## config.mk

```make
export PLATFORM = sky130hd
export DESIGN_NAME = ring_pair_alloc
export DESIGN_NICKNAME = d
export VERILOG_FILES = /design/src/rtl/ring_pair_alloc.sv
export SDC_FILE = /design/constraint.sdc
export NUM_CORES = 1
export LEC_CHECK = 0
export BUFFER_PORTS_ARGS = -buffer_cell sky130_fd_sc_hd__buf_2
export CAP_MARGIN = 20
export CORE_MARGIN = 1.5
export CORE_UTILIZATION = 25
export DETAILED_ROUTE_END_ITERATION = 6
export GPL_TIMING_DRIVEN = 0
export PLACE_DENSITY_LB_ADDON = 0.2
export SLEW_MARGIN = 20
export SYNTH_ARGS = -nofsm -noshare
export SYNTH_HDL_FRONTEND = slang
export SYNTH_SLANG_ARGS = --single-unit
```

## constraint.sdc

```tcl
create_clock -name clk -period 20.3 [get_ports clk]
set_input_delay 4.06 -clock clk [delete_from_list [all_inputs] [get_ports clk]]
set_output_delay 4.06 -clock clk [all_outputs]
set_load 0.05 [all_outputs]
```

## src/rtl/ring_pair_alloc.sv

```systemverilog
module ring_pair_alloc #(
  parameter int N = 5,
  parameter bit SERVE_IN_ORDER = 1'b1
) (
  input  logic                   clk,
  input  logic                   rst_n,
  input  logic [N-1:0]           req,
  input  logic [N-1:0]           rel,
  output logic [N-1:0]           grant_left,
  output logic [N-1:0]           grant_right,
  output logic [N-1:0]           active,
  output logic [$clog2(N+1)-1:0] pend_count,
  output logic                   pend_empty,
  output logic                   pend_full
);
  localparam int IW = (N > 1) ? $clog2(N) : 1;
  localparam int CW = $clog2(N + 1);

  typedef enum logic [1:0] {S_IDLE, S_WAIT, S_LEFT, S_EAT} cst_t;

  function automatic int rres(input int c);
    return (c == 0) ? N - 1 : c - 1;
  endfunction

  cst_t          st    [N];
  logic [N-1:0]  owned;
  logic [IW-1:0] owner [N];
  logic [N-1:0]  rsv;
  logic [IW-1:0] q_id  [N];
  logic [CW-1:0] q_cnt;

  logic [N-1:0]  busy, can_go, idle_m, enq;
  logic          sel_hit;
  logic [IW-1:0] sel_pos, sel_cli;
  logic [IW-1:0] n_id  [N];
  logic [CW-1:0] n_cnt;

  assign busy = owned | rsv;

  for (genvar g = 0; g < N; g++) begin : g_cli
    assign can_go[g] = !busy[g] && !busy[rres(g)];
    assign idle_m[g] = (st[g] == S_IDLE);
    assign active[g] = (st[g] == S_EAT);
  end

  assign enq        = req & idle_m;
  assign pend_count = q_cnt;
  assign pend_empty = (q_cnt == '0);
  assign pend_full  = (q_cnt == CW'(N));

  always_comb begin
    sel_hit = 1'b0;
    sel_pos = '0;
    sel_cli = '0;
    for (int i = 0; i < N; i++) begin
      if (!sel_hit && CW'(i) < q_cnt && (!SERVE_IN_ORDER || i == 0)) begin
        if (can_go[q_id[i]]) begin
          sel_hit = 1'b1;
          sel_pos = IW'(i);
          sel_cli = q_id[i];
        end
      end
    end
  end

  always_comb begin
    n_cnt = '0;
    for (int k = 0; k < N; k++) n_id[k] = '0;
    for (int i = 0; i < N; i++) begin
      if (CW'(i) < q_cnt && !(sel_hit && sel_pos == IW'(i))) begin
        n_id[IW'(n_cnt)] = q_id[i];
        n_cnt = n_cnt + 1'b1;
      end
    end
    for (int c = 0; c < N; c++) begin
      if (enq[c]) begin
        n_id[IW'(n_cnt)] = IW'(c);
        n_cnt = n_cnt + 1'b1;
      end
    end
  end

  always_ff @(posedge clk or negedge rst_n) begin
    if (!rst_n) begin
      owned       <= '0;
      rsv         <= '0;
      q_cnt       <= '0;
      grant_left  <= '0;
      grant_right <= '0;
      for (int c = 0; c < N; c++) begin
        st[c]    <= S_IDLE;
        owner[c] <= '0;
        q_id[c]  <= '0;
      end
    end else begin
      grant_left  <= '0;
      grant_right <= '0;
      q_cnt       <= n_cnt;
      for (int k = 0; k < N; k++) q_id[k] <= n_id[k];
      for (int c = 0; c < N; c++) begin
        case (st[c])
          S_IDLE: if (enq[c]) st[c] <= S_WAIT;
          S_WAIT: if (sel_hit && sel_cli == IW'(c)) begin
            st[c]         <= S_LEFT;
            grant_left[c] <= 1'b1;
            owned[c]      <= 1'b1;
            owner[c]      <= IW'(c);
            rsv[rres(c)]  <= 1'b1;
          end
          S_LEFT: begin
            st[c]          <= S_EAT;
            grant_right[c] <= 1'b1;
            owned[rres(c)] <= 1'b1;
            owner[rres(c)] <= IW'(c);
            rsv[rres(c)]   <= 1'b0;
          end
          S_EAT: if (rel[c]) begin
            st[c]          <= S_IDLE;
            owned[c]       <= 1'b0;
            owned[rres(c)] <= 1'b0;
          end
          default: st[c] <= S_IDLE;
        endcase
      end
    end
  end

  for (genvar g = 0; g < N; g++) begin : g_chk
    p_eat_owns_pair_r3: assert property (@(posedge clk) disable iff (!rst_n)
      active[g] |-> (owned[g] && owned[rres(g)] && owner[g] == IW'(g) && owner[rres(g)] == IW'(g)));
    p_right_after_left_r4: assert property (@(posedge clk) disable iff (!rst_n)
      grant_right[g] |-> $past(grant_left[g]));
    p_grants_apart_r4: assert property (@(posedge clk) disable iff (!rst_n)
      !(grant_left[g] && grant_right[g]));
    p_eat_with_right_r5: assert property (@(posedge clk) disable iff (!rst_n)
      grant_right[g] |-> active[g]);
    p_release_frees_r8: assert property (@(posedge clk) disable iff (!rst_n)
      (active[g] && rel[g]) |=> (!active[g] && !owned[g] && !owned[rres(g)]));
    p_neighbours_apart_r11: assert property (@(posedge clk) disable iff (!rst_n)
      !(active[g] && active[(g + 1) % N]));
    if (SERVE_IN_ORDER) begin : g_ord
      p_head_only_r6: assert property (@(posedge clk) disable iff (!rst_n)
        grant_left[g] |-> $past(q_cnt != '0 && q_id[0] == IW'(g)));
    end
  end

  p_one_left_grant_r12: assert property (@(posedge clk) disable iff (!rst_n)
    $onehot0(grant_left));
  p_queue_bound_r10: assert property (@(posedge clk) disable iff (!rst_n)
    (pend_count <= CW'(N)) && (pend_full == (pend_count == CW'(N))));
endmodule

```

==> flow_summary.ini <==
[run_status]
status = complete, no violations

[synth]
netlist_instances = 485
yosysTopAreaCell = dfrtp_1
synthMuxAreaShare_pct = 2.385
yosys.area.top_type_share_pct = 29.35
synth_fp_nets = 534
synth_edf_count = 0
yosysWarnings = 0
yosys.area_share.xor_xnor_pct = 6.267
yosys-top-cells-area = dfrtp_1 29%, ha_1 11%, nand2_1 6.2%
ys.flop_type = dfrtp_1
ys_seq_area_share_pct = 29.35
synth-compound-area-share_pct = 22.81
yosys.area_share.simple_pct = 22.38
syn_area_mm2 = 0.004093
ys_ff_latch = 48
synth_cell_types = 79
synth-adder-area-share_pct = 11.49
avgSynthCellArea_um2 = 8.439
synth_top_family_by_area = compound AO/OA/AOI/OAI gates
async_reset_ff_share_pct = 100.0

[routing]
viasPerCell = 5.074
first_pass_iters = 6
drt_iter0_drc = 290
drc = 0
wl_um = 12010
antenna_left = 0
vias = 3755
wire_per_inst_um = 16.22

[worst_setup_path]
cp_max_fo = 10
worst_ep_required_time_ns = 20.54
crit_arrival_ns = 8.24
timing.critical_path.mode_cell = ha_1
crit_slowest_cell = a221oi_2
r2r_cells = 32
crit_type = reg -> reg
start_kind = flop
critPathMaxStageDelay_ns = 0.55
critPathCaptureType = flop

[sta]
period_minus_slack_ns = 8.003
slew_headroom_pct = 35.81
fmax_ghz = 0.1250
setup_violations = 0
fin_setup_tns_ns = 0
tightestPinTransition_ns = 0.9540
drv_slew = 0
finalHoldViolations = 0
skew_ns = 0.002787
rsz0062_at_grt = false
finalCritPeriodShare_pct = 39.42

[place]
io_buffers = 31
place_congestion = 0.8407
hpwlAfterDp_um = 9424

[clocking]
clkLatencyLatePin_ns = 0.30
clkSinkCount = 48
root_buffer = clkbuf_16
holdBufCountCts = 0
cts_resized = 0
cts.clk_slew.worst_paths_ns = 0.07
postCtsSetupRepairBufs = 0
htree_num_levels = 2
numCtsBuffers = 5
cts_buffer_depth = 2
cts_tree = done

[grt]
antenna_found_initial = 0
grt_util_all_layers_pct = 14.85
grt_overflow = 0
grt_pass1_wl_um = 19570
grt_pass1_vias = 3659
grt_max_degree = 49

[min_path]
worst_hold_path_type = reg -> reg
whs_path_depth = 2

[floorplan]
core_mm2 = 0.01594
ios = 32
dieArea_mm2 = 0.01715
num_rows = 46
start_util_pct = 25.67
die_y_um = 131.0
fp.dieW_um = 131.0

[layout]
diodes = 0
fillers = 1717
area_growth_pct = 14.19
drive_gt1_share_pct = 13.55
final_nets = 572

[run]
max_cap_violations = 0
[sequential cells by signal, summed over array words and instances (netlist names)]
register     flops
grant_right      5
st              10
owned            5
pend_count       3
q_id            15
rsv              5
grant_left       5
[routing by layer]
metal | up-vias | GRT usage (%) | wire length [um]
met5 | - | 0 | 0
met4 | 0 | 4.848 | 241
met3 | 18 | 2.565 | 591
met2 | 105 | 22.05 | 5181
met1 | 1814 | 21.71 | 5991
li1 | 1818 | - | -
[cell families (layout without fill, tap and decap cells)]
| kind of cell | count (synthesis) | count (layout) |
|---|---|---|
| AO/OA/AOI/OAI | 132 | 132 |
| buffers and inverters | 54 | 93 |
| AND/OR/NAND/NOR | 188 | 188 |
| multiplexers | 9 | 9 |
| adder cells (fa/ha/maj) | 37 | 37 |
| XOR/XNOR | 17 | 17 |
| flip-flops | 48 | 48 |
[synthesized netlist by cell type (all sizes together), types with 4 or more instances]
cell type and n:
a31o 4, clkbuf 7, nor2 43, or2 5, o21ai 39, a32oi 4, xnor2 12, nor3 14
and3 5, nand3 15, o21a 7, a222oi 5, nor3b 4, nand2 68, and2 8, mux2i 6
nor2b 4, a31oi 4, o22ai 5, nand4 6, a22oi 6, ha 36, buf 6, nand2b 4
inv 41, o31ai 6, a21oi 15, o211ai 4, dfrtp 48
[critical path, delay by kind of cell, from the launching register on]
| family | cells | cell delay, ns |
|---|---|---|
| muxes | 1 | 0.28 |
| DFF | 1 | 0.35 |
| adders and majority gates | 7 | 2.08 |
| buffers and inverters | 4 | 0.88 |
| AOI/OAI and AO/OA | 11 | 2.84 |
| and+or+nand+nor | 9 | 1.50 |
[placed cells by master (no fill, tap or decap), types with 4 or more instances in the layout]
| cell | Yosys | layout |
|---|---|---|
| xnor2_1 | 6 | 6 |
| a31oi_1 | 4 | 4 |
| mux2i_1 | 6 | 6 |
| and3_1 | 5 | 5 |
| and2_1 | 6 | 6 |
| o21a_1 | 7 | 7 |
| a32oi_1 | 4 | 4 |
| inv_1 | 39 | 39 |
| nand2b_1 | 4 | 4 |
| buf_2 | 3 | 33 |
| nand2_1 | 68 | 68 |
| a22oi_1 | 6 | 6 |
| nor3_1 | 12 | 12 |
| nor2_1 | 41 | 41 |
| o22ai_1 | 5 | 5 |
| dfrtp_1 | 48 | 48 |
| nand3_1 | 15 | 15 |
| a222oi_1 | 5 | 5 |
| a21oi_1 | 15 | 15 |
| nand4_1 | 6 | 6 |
| o31ai_1 | 5 | 5 |
| ha_1 | 36 | 36 |
| o21ai_0 | 37 | 37 |
| o211ai_1 | 4 | 4 |
| clkbuf_16 | 0 | 5 |
| or2_2 | 4 | 4 |
| nor2b_1 | 4 | 4 |
| clkbuf_1 | 7 | 7 |
[layout make-up]
type	instances	area, um^2	area share (%)
sequential	48	1201	25.70
buffer	13	63.81	1.365
clock inverter	2	13.76	0.2945
multi-input combinational	383	2674	57.22
clock buffer	6	138.9	2.972
timing repair buffer	31	157.7	3.373
tap	216	270.3	5.783
inverter	41	153.9	3.293
[worst paths after layout]
check	from	end	slack [ns]
setup / recovery	q_id[12]$_DFF_PN0_	q_id[11]$_DFF_PN0_	12.30
hold / removal	rsv[0]$_DFFE_PN0P_	rsv[0]$_DFFE_PN0P_	0.53
setup reg to reg	q_id[12]$_DFF_PN0_	q_id[11]$_DFF_PN0_	12.30
hold reg to reg	rsv[0]$_DFFE_PN0P_	rsv[0]$_DFFE_PN0P_	0.53
max in group asynchronous	rst_n	rsv[4]$_DFFE_PN0P_	16.07
min in group asynchronous	rst_n	q_id[7]$_DFF_PN0_	3.77
[stage by stage]
stage | instances | utilization (%) | hold slack (ns) | setup slack, ns | cell area [um^2]
3_5_place_dp | 732 | 28.36 | 0.5025 | 12.40 | 4521
3_3_place_gp | 732 | 28.34 | 0.5052 | 12.39 | 4518
5_1_grt | 740 | 29.31 | 0.5601 | 11.59 | 4673
4_1_cts | 740 | 29.31 | 0.5396 | 12.35 | 4673
6_report | 740 | 29.31 | 0.5319 | 12.30 | 4673
2_1_floorplan | 485 | - | 0.4702 | 13.13 | 4093
Power is left out: the tool's default activity adds up to more than one toggle a clock period on the data nets, which glitch-free logic cannot reach.
